### src/rtl/irq_pkg.sv
package irq_pkg;
  typedef enum logic [1:0] {
    SEL_MASK = 2'd0,
    SEL_BASE = 2'd1,
    SEL_EOI  = 2'd2,
    SEL_CASC = 2'd3
  } wr_sel_e;
endpackage

### src/rtl/irq_regs.sv
module irq_regs #(
  parameter int NL = 8,
  parameter int VW = 8,
  localparam int IW = $clog2(NL)
) (
  input  logic          clk,
  input  logic          rst_n,
  input  logic          wr_en,
  input  logic [1:0]    wr_sel,
  input  logic [VW-1:0] wr_data,
  output logic [NL-1:0] mask,
  output logic [VW-IW-1:0] base_hi,
  output logic          casc_en,
  output logic [IW-1:0] casc_line,
  output logic          eoi
);
  import irq_pkg::*;

  wr_sel_e sel;
  assign sel = wr_sel_e'(wr_sel);
  assign eoi = wr_en && (sel == SEL_EOI);

  always_ff @(posedge clk) begin
    if (!rst_n) begin
      mask      <= '1;
      base_hi   <= '0;
      casc_en   <= 1'b0;
      casc_line <= '0;
    end else if (wr_en) begin
      case (sel)
        SEL_MASK: mask <= wr_data[NL-1:0];
        SEL_BASE: base_hi <= wr_data[VW-1:IW];
        SEL_CASC: begin
          casc_en   <= wr_data[0];
          casc_line <= wr_data[IW:1];
        end
        default: ;
      endcase
    end
  end
endmodule

### src/rtl/irq_prio.sv
module irq_prio #(
  parameter int N = 8,
  localparam int IW = $clog2(N)
) (
  input  logic [N-1:0]  vec,
  output logic          any,
  output logic [IW-1:0] idx
);
  always_comb begin
    any = |vec;
    idx = '0;
    for (int i = N - 1; i >= 0; i--) begin
      if (vec[i]) idx = IW'(i);
    end
  end
endmodule

### src/rtl/irq_core.sv
module irq_core #(
  parameter int NL = 8,
  localparam int IW = $clog2(NL)
) (
  input  logic          clk,
  input  logic          rst_n,
  input  logic [NL-1:0] req,
  input  logic [NL-1:0] mask,
  input  logic          ack,
  input  logic          eoi,
  output logic          irq,
  output logic          take,
  output logic [IW-1:0] win_idx,
  output logic [NL-1:0] pend,
  output logic [NL-1:0] isr
);
  logic [NL-1:0] irr;
  logic          pend_any;
  logic          isr_any;
  logic [IW-1:0] isr_idx;

  assign pend = irr & ~mask;

  irq_prio #(.N(NL)) u_pend_pri (.vec(pend), .any(pend_any), .idx(win_idx));
  irq_prio #(.N(NL)) u_isr_pri  (.vec(isr),  .any(isr_any),  .idx(isr_idx));

  assign irq  = pend_any && (!isr_any || (win_idx < isr_idx));
  assign take = ack && irq;

  for (genvar g = 0; g < NL; g++) begin : g_line
    logic hit;
    logic done;
    assign hit  = take && (win_idx == IW'(g));
    assign done = eoi && isr_any && (isr_idx == IW'(g));
    always_ff @(posedge clk) begin
      if (!rst_n) begin
        irr[g] <= 1'b0;
        isr[g] <= 1'b0;
      end else begin
        irr[g] <= req[g] && !hit;
        isr[g] <= (isr[g] && !done) || hit;
      end
    end
  end
endmodule

### src/rtl/irq_ctl.sv
module irq_ctl #(
  parameter int NL = 8,
  parameter int VW = 8,
  localparam int IW = $clog2(NL)
) (
  input  logic          clk,
  input  logic          rst_n,
  input  logic [NL-1:0] req_i,
  input  logic          wr_en_i,
  input  logic [1:0]    wr_sel_i,
  input  logic [VW-1:0] wr_data_i,
  input  logic          ack_i,
  output logic          int_o,
  output logic          vec_vld_o,
  output logic [VW-1:0] vec_o,
  output logic          casc_ack_o,
  input  logic [VW-1:0] casc_vec_i
);
  logic [NL-1:0]    mask;
  logic [VW-IW-1:0] base_hi;
  logic             casc_en;
  logic [IW-1:0]    casc_line;
  logic             eoi;
  logic             take;
  logic [IW-1:0]    win_idx;
  logic [NL-1:0]    pend;
  logic [NL-1:0]    isr;
  logic             casc_hit;
  logic [VW-1:0]    vec_q;
  logic             vld_q;
  logic             fwd_q;

  irq_regs #(.NL(NL), .VW(VW)) u_regs (
    .clk(clk), .rst_n(rst_n), .wr_en(wr_en_i), .wr_sel(wr_sel_i),
    .wr_data(wr_data_i), .mask(mask), .base_hi(base_hi),
    .casc_en(casc_en), .casc_line(casc_line), .eoi(eoi)
  );

  irq_core #(.NL(NL)) u_core (
    .clk(clk), .rst_n(rst_n), .req(req_i), .mask(mask), .ack(ack_i),
    .eoi(eoi), .irq(int_o), .take(take), .win_idx(win_idx),
    .pend(pend), .isr(isr)
  );

  assign casc_hit   = take && casc_en && (win_idx == casc_line);
  assign casc_ack_o = casc_hit;

  always_ff @(posedge clk) begin
    if (!rst_n) begin
      vec_q <= '0;
      vld_q <= 1'b0;
      fwd_q <= 1'b0;
    end else begin
      vld_q <= ack_i;
      if (ack_i) begin
        vec_q <= take ? {base_hi, win_idx} : {base_hi, IW'(NL - 1)};
        fwd_q <= casc_hit;
      end
    end
  end

  assign vec_vld_o = vld_q;
  assign vec_o     = fwd_q ? casc_vec_i : vec_q;
endmodule

### config.mk
export PLATFORM = sky130hd
export DESIGN_NAME = irq_ctl
export DESIGN_NICKNAME = d
export VERILOG_FILES = /design/src/rtl/irq_pkg.sv /design/src/rtl/irq_regs.sv /design/src/rtl/irq_prio.sv /design/src/rtl/irq_core.sv /design/src/rtl/irq_ctl.sv
export SDC_FILE = /design/constraint.sdc
export NUM_CORES = 1
export LEC_CHECK = 0
export ABC_CLOCK_PERIOD_IN_PS = 5900
export BUFFER_PORTS_ARGS = -buffer_cell sky130_fd_sc_hd__clkbuf_2
export CAP_MARGIN = 25
export CORE_ASPECT_RATIO = 1.75
export CORE_UTILIZATION = 54
export DETAILED_ROUTE_END_ITERATION = 8
export GPL_TIMING_DRIVEN = 0
export HOLD_SLACK_MARGIN = 0.12
export PLACE_DENSITY = 0.78
export RECOVER_POWER = 25
export SLEW_MARGIN = 25
export SYNTH_ARGS = -nofsm -noshare
export SYNTH_HDL_FRONTEND = slang
export SYNTH_HIERARCHICAL = 1
export SYNTH_SLANG_ARGS = --single-unit
### constraint.sdc
create_clock -name clk -period 5.9 [get_ports clk]
set_clock_uncertainty 0.05 [all_clocks]
set_input_delay 1.18 -clock clk [delete_from_list [all_inputs] [get_ports clk]]
set_output_delay 1.18 -clock clk [all_outputs]
set_load 0.05 [all_outputs]
## Yosys cells after proc, flatten, opt, wreduce, memory -nomap -nowiden

Index checks and enable logic that the tools add are counted.

| word-level totals | value |
|---|---|
| bits in read-only memories | 0 |
| memories kept | 0 |
| memory bits (writable) | 0 |
| bits in latches | 0 |
| register bits | 43 |

| operators by class | value |
|---|---|
| equal/unequal tests | 18 |
| magnitude comparators | 1 |
| shift operators | 0 |
| bitwise gates (word level) | 2 |
| add/subtract/negate cells | 0 |
| multipliers | 0 |
| reductions and logical operators | 72 |
| multiplexer cells | 18 |
| div/mod/pow operators | 0 |

Operator list:

| kind | number |
|---|---|
| $mux 3 | 17 |
| $logic_and 1x1->1 | 38 |
| $eq 3x3->1 const B | 8 |
| $logic_not 1->1 | 17 |
| $reduce_or 8->1 | 2 |
| $eq 3x2->1 const B | 4 |
| $logic_or 1x1->1 | 9 |
| $and 8x8->8 | 1 |
| $mux 8 | 1 |
| $not 8->8 | 1 |
| $eq 3x1->1 const B | 2 |
| $logic_not 3->1 | 2 |
| $reduce_and 2->1 | 3 |
| $eq 2x2->1 const B | 2 |
| $eq 3x3->1 | 1 |
| $lt 3x3->1 | 1 |
| $eq 2x1->1 const B | 1 |
| $logic_not 2->1 | 1 |

## Depth between registers and ports, before layout

| depth | value |
|---|---|
| depth in word-level cells | 17 |
| depth in mapped cells | 10 |
| depth with buffers taken out | 10 |

## Modules after synthesis

Netlist, hierarchy kept.

Modules (own cells, without submodules):

| module | instances | cells an instance | area each (um^2) | seq. area each (um^2) |
|---|---|---|---|---|
| irq_core | 1 | 93 | 773.2 | 320.3 |
| irq_regs | 1 | 79 | 754.5 | 340.3 |
| irq_ctl | 1 | 46 | 523.0 | 200.2 |
| irq_prio | 2 | 13 | 81.3 | 0.0 |

## Least setup slack after synthesis

OpenSTA, ideal clock, no wires.

| timing path | value |
|---|---|
| path type | reg2out |
| start point | register u_core.irr[6] |
| end point | output port casc_ack_o |
| arrival time | 3.511 ns |
| cell stages (with the launch flop) | 10 |
| path slack | 1.159 ns |
| data required time | 4.670 ns |
| cells stage by stage | dfxtp_1 -> nor2b_1 -> o21ai_0 -> a21boi_0 -> ha_1 -> a21oi_4 -> nand3b_1 -> and3b_1 -> nand2_1 -> nor4_1 |

| on the way | value |
|---|---|
| longest elaborated chain between the ends | 14 |
| elaborated cells between the ends (all ways) | 16 |

Ends and longest elaborated chain:

| item | RTL line | text |
|---|---|---|
| start: declaration | irq_core.sv:17 | `logic [NL-1:0] irr;` |
| start signal: indexed assignment | irq_core.sv:40 | `irr[g] <= req[g] && !hit;` |
| $and 8x8->8 | irq_core.sv:22 | `assign pend = irr & ~mask;` |
| named net pend[6] | irq_ctl.sv:26 | `logic [NL-1:0] pend;` |
| $mux 3 (7 in series) | irq_prio.sv:13 | `if (vec[i]) idx = IW'(i);` |
| named net win_idx[1] | irq_ctl.sv:25 | `logic [IW-1:0] win_idx;` |
| $lt 3x3->1 | irq_core.sv:27 | `assign irq = pend_any && (!isr_any \|\| (win_idx < isr_idx));` |
| $logic_or 1x1->1 | irq_core.sv:27 |  |
| $logic_and 1x1->1 | irq_core.sv:27 |  |
| $logic_and 1x1->1 | irq_core.sv:28 | `assign take = ack && irq;` |
| named net take | irq_ctl.sv:24 | `logic take;` |
| $logic_and 1x1->1 (2 in series) | irq_ctl.sv:45 | `assign casc_hit = take && casc_en && (win_idx == casc_line);` |
| end: declaration | irq_ctl.sv:16 | `output logic casc_ack_o,` |

The timed path passes the listed nets, and every way through them passes these cells.

## Final worst setup path

| timing path | value |
|---|---|
| start point | register u_core.irr[4] |
| end point | output port casc_ack_o |

| on the way | value |
|---|---|
| longest elaborated chain between the ends | 12 |
| elaborated cells between the ends (all ways) | 14 |

Ends and longest elaborated chain:

| item | RTL line |
|---|---|
| $and 8x8->8 | irq_core.sv:22 |
| named net pend[4] | irq_ctl.sv:26 |
| $mux 3 (5 in series) | irq_prio.sv:13 |
| named net win_idx[1] | irq_ctl.sv:25 |
| $lt 3x3->1 | irq_core.sv:27 |
| $logic_or 1x1->1 | irq_core.sv:27 |
| $logic_and 1x1->1 | irq_core.sv:27 |
| $logic_and 1x1->1 | irq_core.sv:28 |
| named net take | irq_ctl.sv:24 |
| $logic_and 1x1->1 (2 in series) | irq_ctl.sv:45 |

The timed path passes the listed nets, and every way through them passes these cells.

==> impl_results.md <==
* Outcome: finished clean
* Area growth syn-to-layout at 15.3%
* Final Hold Violating Endpoints at 0
* # IOs at 41
* Syn_nets at 276
* Vias at 1,918
* Initial Util at 56.7%
* Pre-CTS WS at 1.64 ns
* First-pass GRT wire length at 8280 um
* Row cnt at 30
* CTS Buffer Depth at 2
* Post-Synth Adder-Cell Area at 1.13%
* XOR/XNOR Fraction of Synth Area at under 10%
* IO buf count at 40
* Yosys reg bits at 43
* CTS tree: yes
* Synth Warn # at 6
* Clock sink total at 43
* CTS clk-pin slew, worst paths at 0.08 ns
* Post-synth cell types at 40
* Die Ht at 86.7 um
* Max Clock Freq at 214 MHz
* RD Place Congestion at between 0.8 and 0.9
* Cts bufs inserted at 5
* Yosys top cell area share at approximately 40%
* Detail Placement HPWL at 3920 um
* Grt total ovfl at 0
* CP max FO at 6
* Compound-Gate Fraction of Synth Area at 16.8%
* Routed wire length per instance at 14.9 um
* Largest family of logic cells by synthesized area: simple AND/OR/NAND/NOR gates
* Max-cap violations at 0
* Sequential area share after synthesis at 38.9%
* Worst-Skew Late Latency at 0.29 ns
* Crit Path Category: flip-flop to primary output
* Antenna Nets Post-Route at 0
* Number of synthesized flops with an enable pin at 0
* Ratio of cells with drive above 1 in the final layout at 24.8%
* Commonest non-fill, non-tap cell in the layout: dfxtp_1
* Vias in the first global route at 1,893
* Crit path time final at 4.68 ns
* Power Total at 580 uW
* Simple logic cell fraction of the synthesized area at 26.2%
* Fillers at 362
* Crit start category: flip-flop
* Unrepaired setup endpoints after global routing: false
* DR iter-0 viols at 36
* Crit share post-route at 79.3%
* DRT Pass-1 Iters at 4
* Peak supply drop at 0.183 mV
* Largest area contributor in the netlist: dfxtp_1
* Ys flop type: dfxtp_1
* Total GRT Usage at 25.3%
* PostCTS Resize Cnt at 0
* Crit path DAT at 3.45 ns
* DRC Markers at 0
* Worst-margin pin slew at between 0.9 and 1 ns
* Slew headroom at between 30% and 40%
* Cell count after synthesis at 244
* Largest cells by area after synthesis: dfxtp_1 39%, mux2i_1 6.3%, nand2_1 5.8%
* Post-synthesis mux area share at 10.4%
* Full die area at 4370 um2
* Core area at around 3900 um2
* Required time of the critical path at between 4 and 5 ns
* Final Routed Wirelength at 5040 um
* Cell Area, Synth at 2210 um2
* Cell Pwr Density at 227 nW/um2
* Static Leak at 0.00111 uW
* Nets@finish at 323
* Synth Area per Inst at around 9.1 um2
* Endpoint type of the worst setup path: primary output
* Ys async rst share at 0%
* Final Max Slew Viols at 0
* Hold buffer count at CTS at 0
* DR vias/cell at about 5.7
* Fin Setup TNS at 0 ns
* Setup violators final at 0
* Worst setup margin at 1.22 ns
* Worst Hold Class: flip-flop to flip-flop
* Initial antenna violation count at 0
* Setup Buffers After CTS at 0
* Largest net degree at the start of global routing at 13
* DIE WIDTH at 50.4 um
* Highest-count cells in the layout ignoring fill and taps: 43 x dfxtp_1, 39 x clkbuf_2, 34 x nand2_1
* # H-tree levels at 2
* ANT cells at 0
* Clock root buffer: clkbuf_8
[final timing paths]
| path | startpoint | endpoint | slack (ns) | depth (start not counted) |
|---|---|---|---|---|
| setup / recovery | u_core/irr[4] | casc_ack_o | 1.22 | 11 |
| hold / removal | u_regs/base_hi[0] | u_regs/base_hi[0] | 0.42 | 2 |
| setup reg to reg | u_core/irr[4] | vec_q[2] | 2.95 | 10 |
| hold reg to reg | u_regs/base_hi[0] | u_regs/base_hi[0] | 0.42 | 2 |
[cell usage after synthesis, types with 2 or more instances]
cell,n
o21bai_1,2
clkbuf_1,4
inv_1,14
ha_1,2
a21boi_0,2
nand3_1,7
o41ai_1,2
buf_2,8
and3b_1,5
mux2i_1,14
o21ai_0,11
and3_1,2
nand3b_1,2
nor4_2,2
mux2_2,8
xor2_1,3
nor3_1,2
nor2_1,9
nand2_1,34
o211ai_1,16
dfxtp_1,43
a21oi_1,11
nor2b_1,16
nand4bb_1,8
o221a_2,2
[power breakdown]
part | leakage [uW] | internal [uW] | total [uW] | switching, uW
Sequential | 0.000352 | 302 | 308 | 6.20
Clock | 0.0000361 | 78.6 | 174 | 94.9
Combinational | 0.000722 | 38.1 | 98.4 | 60.3
[cell families (layout without fill, tap and decap cells)]
group / Yosys count / in the layout
muxes: 22 / 22
adders and majority gates: 2 / 2
DFF: 43 / 43
AOI/OAI and AO/OA: 53 / 53
and+or+nand+nor: 94 / 94
buffers and inverters: 27 / 73
xor gates and xnor gates: 3 / 3
[area by class of cell]
type	count	area (um2)	area share, %
multi-input cells	174	1240	48.6
flip-flops and latches	43	861	33.7
inverters	14	52.6	2.06
clock buffers	5	68.8	2.70
plain buffers	13	62.6	2.45
well taps	48	60.1	2.35
repair buffers	40	199	7.79
clock inverters	1	7.51	0.294
[critical path, stage by stage (launching register included)]
cell and delay (ns):
dfxtp_1 0.31, nor2b_1 0.16, nor2_1 0.13, o21ai_0 0.09
a21boi_0 0.77, ha_1 0.40, a21oi_4 0.19, nand3b_1 0.14
and3b_1 0.28, nand2_1 0.08, nor4_1 0.27, clkbuf_2 0.34
[flip-flops by register name, indices dropped and copies added (netlist names)]
signal / cells
vec_q: 8
u_regs/mask: 8
u_regs/casc_en: 1
u_regs/base_hi: 5
vec_vld_o: 1
u_core/irr: 8
u_regs/casc_line: 3
fwd_q: 1
u_core/isr: 8
[per-layer routing]
| metal | track usage [%] | vias up | part of all wire (%) |
|---|---|---|---|
| met5 | 0 | - | 0 |
| met4 | 13.6 | 0 | 3.4 |
| met3 | 4.91 | 18 | 3.6 |
| met2 | 48.6 | 51 | 56 |
| met1 | 24.0 | 891 | 37 |
| li1 | - | 958 | - |
[metrics by stage]
step	util [%]	hold slack (ns)	instance area, um2	instances
after floorplan	-	0.384	2210	244
after global placement	63.4	0.400	2470	332
after detailed placement	63.6	0.413	2480	332
after CTS	65.5	0.427	2560	338
after global routing	65.4	0.447	2550	338
final	65.4	0.422	2550	338
No activity file was read; power rests on OpenSTA's default activity.
